==> src/rtl/cardRegsPkg.sv <==
package cardRegsPkg;
  localparam int OFS_ID   = 1;
  localparam int OFS_STAT = 3;
  localparam int OFS_EXT  = 5;

  typedef struct packed {
    logic cardRst;
    logic ctlWr;
    logic rdId;
    logic rdStat;
    logic rdExt;
  } regStrobe_t;
endpackage

==> src/rtl/cardRegsCtrl.sv <==
module cardRegsCtrl
  import cardRegsPkg::*;
#(
  parameter int ADDR_W    = 24,
  parameter int WIN_W     = 16,
  parameter int OFS_W     = 3,
  parameter int CARD_SLOT = 8'h3C
) (
  input  logic              clk,
  input  logic              rstN,
  input  logic [ADDR_W-1:0] addr,
  input  logic              rdEn,
  input  logic              wrEn,
  output regStrobe_t        stb
);
  localparam int SLOT_W = ADDR_W - WIN_W;
  localparam logic [SLOT_W-1:0] SLOT_VAL = SLOT_W'(CARD_SLOT);

  logic             inWin;
  logic [OFS_W-1:0] ofs;
  logic             unusedAddrBits;

  assign inWin = (addr[ADDR_W-1:WIN_W] == SLOT_VAL);
  assign ofs   = addr[OFS_W-1:0];
  assign unusedAddrBits = ^addr[WIN_W-1:OFS_W];

  always_comb begin
    stb         = '0;
    stb.cardRst = inWin && wrEn && (ofs == OFS_W'(OFS_ID));
    stb.ctlWr   = inWin && wrEn && (ofs == OFS_W'(OFS_STAT));
    stb.rdId    = inWin && rdEn && (ofs == OFS_W'(OFS_ID));
    stb.rdStat  = inWin && rdEn && (ofs == OFS_W'(OFS_STAT));
    stb.rdExt   = inWin && rdEn && (ofs == OFS_W'(OFS_EXT));
  end

  // nothing outside the card window may strobe a register
  assert_no_strobe_outside_R1: assert property (@(posedge clk) disable iff (!rstN)
    (addr[ADDR_W-1:WIN_W] != SLOT_VAL) |-> (stb == '0));

  // at most one register is selected for a read
  assert_single_read_R10: assert property (@(posedge clk) disable iff (!rstN)
    $onehot0({stb.rdId, stb.rdStat, stb.rdExt}));
endmodule

==> src/rtl/cardRegsDp.sv <==
module cardRegsDp
  import cardRegsPkg::*;
#(
  parameter int          DATA_W      = 8,
  parameter int          LVL_W       = 2,
  parameter logic [4:0]  PRI_ID      = 5'd0,
  parameter logic [1:0]  SEC_ID      = 2'd0,
  parameter logic [7:0]  EXT_ID      = 8'h00,
  parameter bit          REMOTE_FLAG = 1'b0,
  parameter bit          LEVEL_PROG  = 1'b0
) (
  input  logic                    clk,
  input  logic                    rstN,
  input  regStrobe_t              stb,
  input  logic [DATA_W-1:0]       wrData,
  input  logic                    reqPending,
  input  logic                    reqClear,
  input  logic [LVL_W-1:0]        levelSw,
  output logic [DATA_W-1:0]       rdData,
  output logic                    cardReset,
  output logic [(1<<LVL_W)-1:0]   irqLine
);
  localparam int NUM_LINES = 1 << LVL_W;
  localparam int IE_BIT    = 7;
  localparam int IR_BIT    = 6;
  localparam int LVL_LO    = 4;

  logic             ie, ir;
  logic [1:0]       dmaEn;
  logic [LVL_W-1:0] progLvl, lvl;
  logic [DATA_W-1:0] idByte, statByte, extByte;
  logic             unusedIn;

  assign unusedIn = ^{wrData[6], wrData[3:2], levelSw, wrData[LVL_LO +: LVL_W]};

  generate
    if (LEVEL_PROG) begin : gLvlProg
      assign lvl = progLvl;
    end else begin : gLvlSw
      assign lvl = levelSw;
    end
  endgenerate

  always_ff @(posedge clk or negedge rstN) begin
    if (!rstN) begin
      ie        <= 1'b0;
      ir        <= 1'b0;
      dmaEn     <= '0;
      progLvl   <= '0;
      cardReset <= 1'b0;
    end else begin
      cardReset <= stb.cardRst;
      if (stb.cardRst) begin
        ie      <= 1'b0;
        ir      <= 1'b0;
        dmaEn   <= '0;
        progLvl <= '0;
      end else begin
        if (stb.ctlWr) begin
          ie      <= wrData[IE_BIT];
          dmaEn   <= wrData[1:0];
          progLvl <= wrData[LVL_LO +: LVL_W];
        end
        if (reqPending)    ir <= 1'b1;
        else if (reqClear) ir <= 1'b0;
      end
    end
  end

  generate
    for (genvar i = 0; i < NUM_LINES; i++) begin : gIrq
      always_ff @(posedge clk or negedge rstN) begin
        if (!rstN) irqLine[i] <= 1'b0;
        else       irqLine[i] <= ie && ir && (lvl == LVL_W'(i));
      end
      // a raised line matches the level of the previous cycle
      assert_irq_level_R9: assert property (@(posedge clk) disable iff (!rstN)
        irqLine[i] |-> ($past(lvl) == LVL_W'(i)));
    end
  endgenerate

  assign idByte   = {REMOTE_FLAG, SEC_ID, PRI_ID};
  assign extByte  = (PRI_ID == 5'd0) ? EXT_ID : 8'h00;
  assign statByte = {ie, ir, lvl, 2'b00, dmaEn};

  always_comb begin
    if (stb.rdId)        rdData = idByte;
    else if (stb.rdStat) rdData = statByte;
    else if (stb.rdExt)  rdData = extByte;
    else                 rdData = '0;
  end

  // never more than one line
  assert_irq_onehot_R9: assert property (@(posedge clk) disable iff (!rstN)
    $onehot0(irqLine));
  // a line needs request and enable one cycle earlier
  assert_irq_needs_cause_R9: assert property (@(posedge clk) disable iff (!rstN)
    (|irqLine) |-> $past(ie && ir));
  // soft reset pulses and clears writable state
  assert_card_reset_R4: assert property (@(posedge clk) disable iff (!rstN)
    stb.cardRst |=> (cardReset && !ie && !ir && dmaEn == 2'b00));
  // request stays set unless cleared without a pending input
  assert_ir_sticky_R7: assert property (@(posedge clk) disable iff (!rstN)
    (ir && !reqClear && !stb.cardRst) |=> ir);
endmodule

==> src/rtl/cardRegs.sv <==
module cardRegs
  import cardRegsPkg::*;
#(
  parameter int          ADDR_W      = 24,
  parameter int          CARD_SLOT   = 8'h3C,
  parameter logic [4:0]  PRI_ID      = 5'd0,
  parameter logic [1:0]  SEC_ID      = 2'd2,
  parameter logic [7:0]  EXT_ID      = 8'hA7,
  parameter bit          REMOTE_FLAG = 1'b0,
  parameter bit          LEVEL_PROG  = 1'b0
) (
  input  logic              clk,
  input  logic              rstN,
  input  logic [ADDR_W-1:0] addr,
  input  logic              rdEn,
  input  logic              wrEn,
  input  logic [7:0]        wrData,
  output logic [7:0]        rdData,
  input  logic              reqPending,
  input  logic              reqClear,
  input  logic [1:0]        levelSw,
  output logic              cardReset,
  output logic [3:0]        irqLine
);
  regStrobe_t stb;

  cardRegsCtrl #(
    .ADDR_W(ADDR_W), .WIN_W(16), .OFS_W(3), .CARD_SLOT(CARD_SLOT)
  ) ctrl_i (
    .clk(clk), .rstN(rstN), .addr(addr), .rdEn(rdEn), .wrEn(wrEn), .stb(stb)
  );

  cardRegsDp #(
    .DATA_W(8), .LVL_W(2), .PRI_ID(PRI_ID), .SEC_ID(SEC_ID), .EXT_ID(EXT_ID),
    .REMOTE_FLAG(REMOTE_FLAG), .LEVEL_PROG(LEVEL_PROG)
  ) dp_i (
    .clk(clk), .rstN(rstN), .stb(stb), .wrData(wrData),
    .reqPending(reqPending), .reqClear(reqClear), .levelSw(levelSw),
    .rdData(rdData), .cardReset(cardReset), .irqLine(irqLine)
  );
endmodule

==> config.mk <==
export PLATFORM = sky130hd
export DESIGN_NAME = cardRegs
export DESIGN_NICKNAME = d
export VERILOG_FILES = /design/src/rtl/cardRegsPkg.sv /design/src/rtl/cardRegsCtrl.sv /design/src/rtl/cardRegsDp.sv /design/src/rtl/cardRegs.sv
export SDC_FILE = /design/constraint.sdc
export NUM_CORES = 1
export LEC_CHECK = 0
export BUFFER_PORTS_ARGS = -buffer_cell sky130_fd_sc_hd__buf_2
export CORE_MARGIN = 5
export CORE_UTILIZATION = 29
export DETAILED_ROUTE_END_ITERATION = 8
export PLACE_DENSITY = 0.73
export SLEW_MARGIN = 40
export SYNTH_ARGS = -nofsm -noshare
export SYNTH_HDL_FRONTEND = slang
export SYNTH_SLANG_ARGS = --single-unit
==> constraint.sdc <==
create_clock -name clk -period 0.84 [get_ports clk]
set_input_delay 0.126 -clock clk [delete_from_list [all_inputs] [get_ports clk]]
set_output_delay 0.126 -clock clk [all_outputs]
set_load 0.05 [all_outputs]
==> impl_metrics.env <==
export IMPL_drt_iter0_markers=0
export IMPL_yosys_area_share_xor_xnor_pct=0
export IMPL_finalSetupViolations=13
export IMPL_num_nets_final=140
export IMPL_syn_to_final_growth_pct=106.4
export IMPL_root_buffer="clkbuf_4"
export IMPL_path_buf_inv=2
export IMPL_final_cell_mix="buf_2 (19), buf_6 (13), buf_4 (10), dfrtp_1 (9), nand2_1 (8)"
export IMPL_slowest_delay_ns=0.32
export IMPL_syn_inst=51
export IMPL_critPathMaxFanout=7
export IMPL_grt_pass1_vias=610
export IMPL_mappedNetlistArea_sq_um=467.9
export IMPL_start_util_pct=30.71
export IMPL_fin_area_sq_um=965.9
export IMPL_synth_area_per_cell_sq_um=9.175
export IMPL_grt_max_degree=10
export IMPL_ys_seq_elements=9
export IMPL_drcViolationCount=0
export IMPL_cts_tree="done"
export IMPL_max_cap_violations=0
export IMPL_status="finished with violations"
export IMPL_placed_area_sq_um=800.8
export IMPL_crit_family="simple AND/OR/NAND/NOR gates"
export IMPL_synth_top_family_by_area="simple AND/OR/NAND/NOR gates"
export IMPL_clock_skew_ns=0.003582
export IMPL_vias_per_cell=4.670
export IMPL_finalHoldViolCount=0
export IMPL_yosys_cell_types_count=16
export IMPL_dp_hpwl_um=1203
export IMPL_required_ns=0.71
export IMPL_hold_slack_ns=0.08874
export IMPL_antenna_found_initial=0
export IMPL_die_w_um=50.17
export IMPL_clock_path_buffers=2
export IMPL_numCtsBuffers=3
export IMPL_rsz0062_at_grt="true"
export IMPL_synth_simple_area_share_pct=31.82
export IMPL_die_area_sq_um=2517
export IMPL_peakVddDrop_mv=0.7643
export IMPL_hp_class="input port to flop"
export IMPL_core_sq_um=1524
export IMPL_p_per_area_nw_per_um2=1087
export IMPL_regArea_sq_um=225.2
export IMPL_fin_crit_sh_pct=146.4
export IMPL_n_fill_cell=121
export IMPL_grt_pass1_wl_um=2532
export IMPL_synth_main_ff_cell="dfrtp_1"
export IMPL_layout_drive_gt1_share_pct=62.63
export IMPL_num_antenna_cells=0
export IMPL_ys_seq_area_share_pct=48.13
export IMPL_vias=537
export IMPL_path_class="input port to output port"
export IMPL_io_pin_count=53
export IMPL_arrival_ns=1.10
export IMPL_path_clk_slew_ns=0.06
export IMPL_grt_usage_pct=13.38
export IMPL_wire_per_inst_um=12.87
export IMPL_syn_nets=91
export IMPL_violations="negative setup slack"
export IMPL_multiInputGateArea_sq_um=319.1
export IMPL_critPathLaunchType="input port"
export IMPL_reg2reg_slack_ns=-0.17
export IMPL_cpMostUsedCell="buf_6"
export IMPL_gp_congestion=0.7023
export IMPL_grt_overflow_total=0
export IMPL_fmax_mhz=813.1
export IMPL_die_h_um=50.17
export IMPL_synth_async_reset_ratio_pct=100.0
export IMPL_synth_compound_area_share_pct=7.219
export IMPL_yosys_warnings=0
export IMPL_slowest_stage="and4bb_2"
export IMPL_cts_max_level=1
export IMPL_ant_nets=0
export IMPL_final_common_cell="buf_2"
export IMPL_setup_slack_ns=-0.3898
export IMPL_numPortBuffers=33
export IMPL_cp_end_kind="output port"
export IMPL_first_pass_iters=1
export IMPL_synthMuxAreaShare_pct=6.417
export IMPL_placementRows=14
export IMPL_synth_edff_count=0
export IMPL_clk_insertion_delay_late_ns=0.26
export IMPL_finalWirelength_um=1480
export IMPL_slew_viol_final=0
export IMPL_crit_chain="buf_6, and4bb_2, nand3_4, a21oi_4, buf_6"
export IMPL_synthAdderAreaFrac_pct=0
export IMPL_min_period_ns=1.230
export IMPL_leakagePower_uw=0.0004833
export IMPL_cts_sinks=9
Yosys cell counts (all sizes together) (2+ instances only):
cell | n | area share (%)
nand2 | 9 | 7.2
nor2b | 2 | 2.7
nor2 | 6 | 4.8
nor3 | 2 | 2.1
dfrtp | 9 | 48
nand3 | 3 | 3.2
and4bb | 2 | 5.3
a21oi | 4 | 4.3
mux2i | 3 | 6.4
inv | 5 | 4.0
metrics by stage:
step	cells	utilization, %	total power [uW]	worst slack (ns)	setup TNS (ns)
floorplan	51	-	570.4	-0.3195	-2.259
global placement	109	52.55	677.6	-0.4526	-4.192
detailed placement	109	52.55	684.1	-0.4791	-4.469
CTS	115	61.90	1056	-0.3955	-3.173
global route	115	63.38	1130	-0.4410	-3.797
finish	115	63.38	1050	-0.3898	-3.060
logic make-up (layout without fill, tap and decap cells):
kind of cell,after synthesis,count (layout)
flops,9,9
simple gates,26,26
mux,3,3
buf+inv,6,54
other cells,1,1
compound gates,6,6
cell type report:
type / count / area share, %
Timing Repair Buffer: 45 / 36.92
Multi-Input combinational cell: 36 / 33.03
Sequential cell: 9 / 23.32
Clock buffer: 4 / 2.720
Tap cell: 16 / 2.073
Inverter: 5 / 1.943
power by group:
group,internal (uW),switching (uW)
clock,183,150
sequential,450,8.01
combinational,121,139
total,754,296
path summary, 6_finish.rpt:
check,end,start,cells after the start
max,rdData[0],addr[17],5
min,dp_i.ir,reqPending,2
max reg2reg,dp_i.ir,dp_i.ir,4
min reg2reg,dp_i.dmaEn[1],dp_i.dmaEn[1],2
max in group asynchronous,dp_i.ir,rstN,2
min in group asynchronous,dp_i.irqLine[0],rstN,2
metal layers:
layer  wire length [um]  up-vias  GRT usage [%]
li1                   -      264              -
met1                454      254          11.95
met2                911       19          25.10
met3                115        0          7.692
met4                  0        0          3.493
met5                  0        -              0
flip-flops by register name, summed over array words and instances, names as in the netlist:
| signal | count |
|---|---|
| dp_i.dmaEn | 2 |
| dp_i.cardReset | 1 |
| dp_i.irqLine | 4 |
| dp_i.ir | 1 |
| dp_i.ie | 1 |
timing repair:
| item | 4_1_cts | 5_1_grt |
|---|---|---|
| setup buffers | 1 | 0 |
| gates resized for setup | 30 | 5 |
| pin swaps | 3 | 2 |
| endpoints found under the hold margin | 9 | 0 |
| endpoints found under the setup margin | 13 | 18 |
| hold buffers | 1 | 0 |
(Power assumes the default switching activity.)
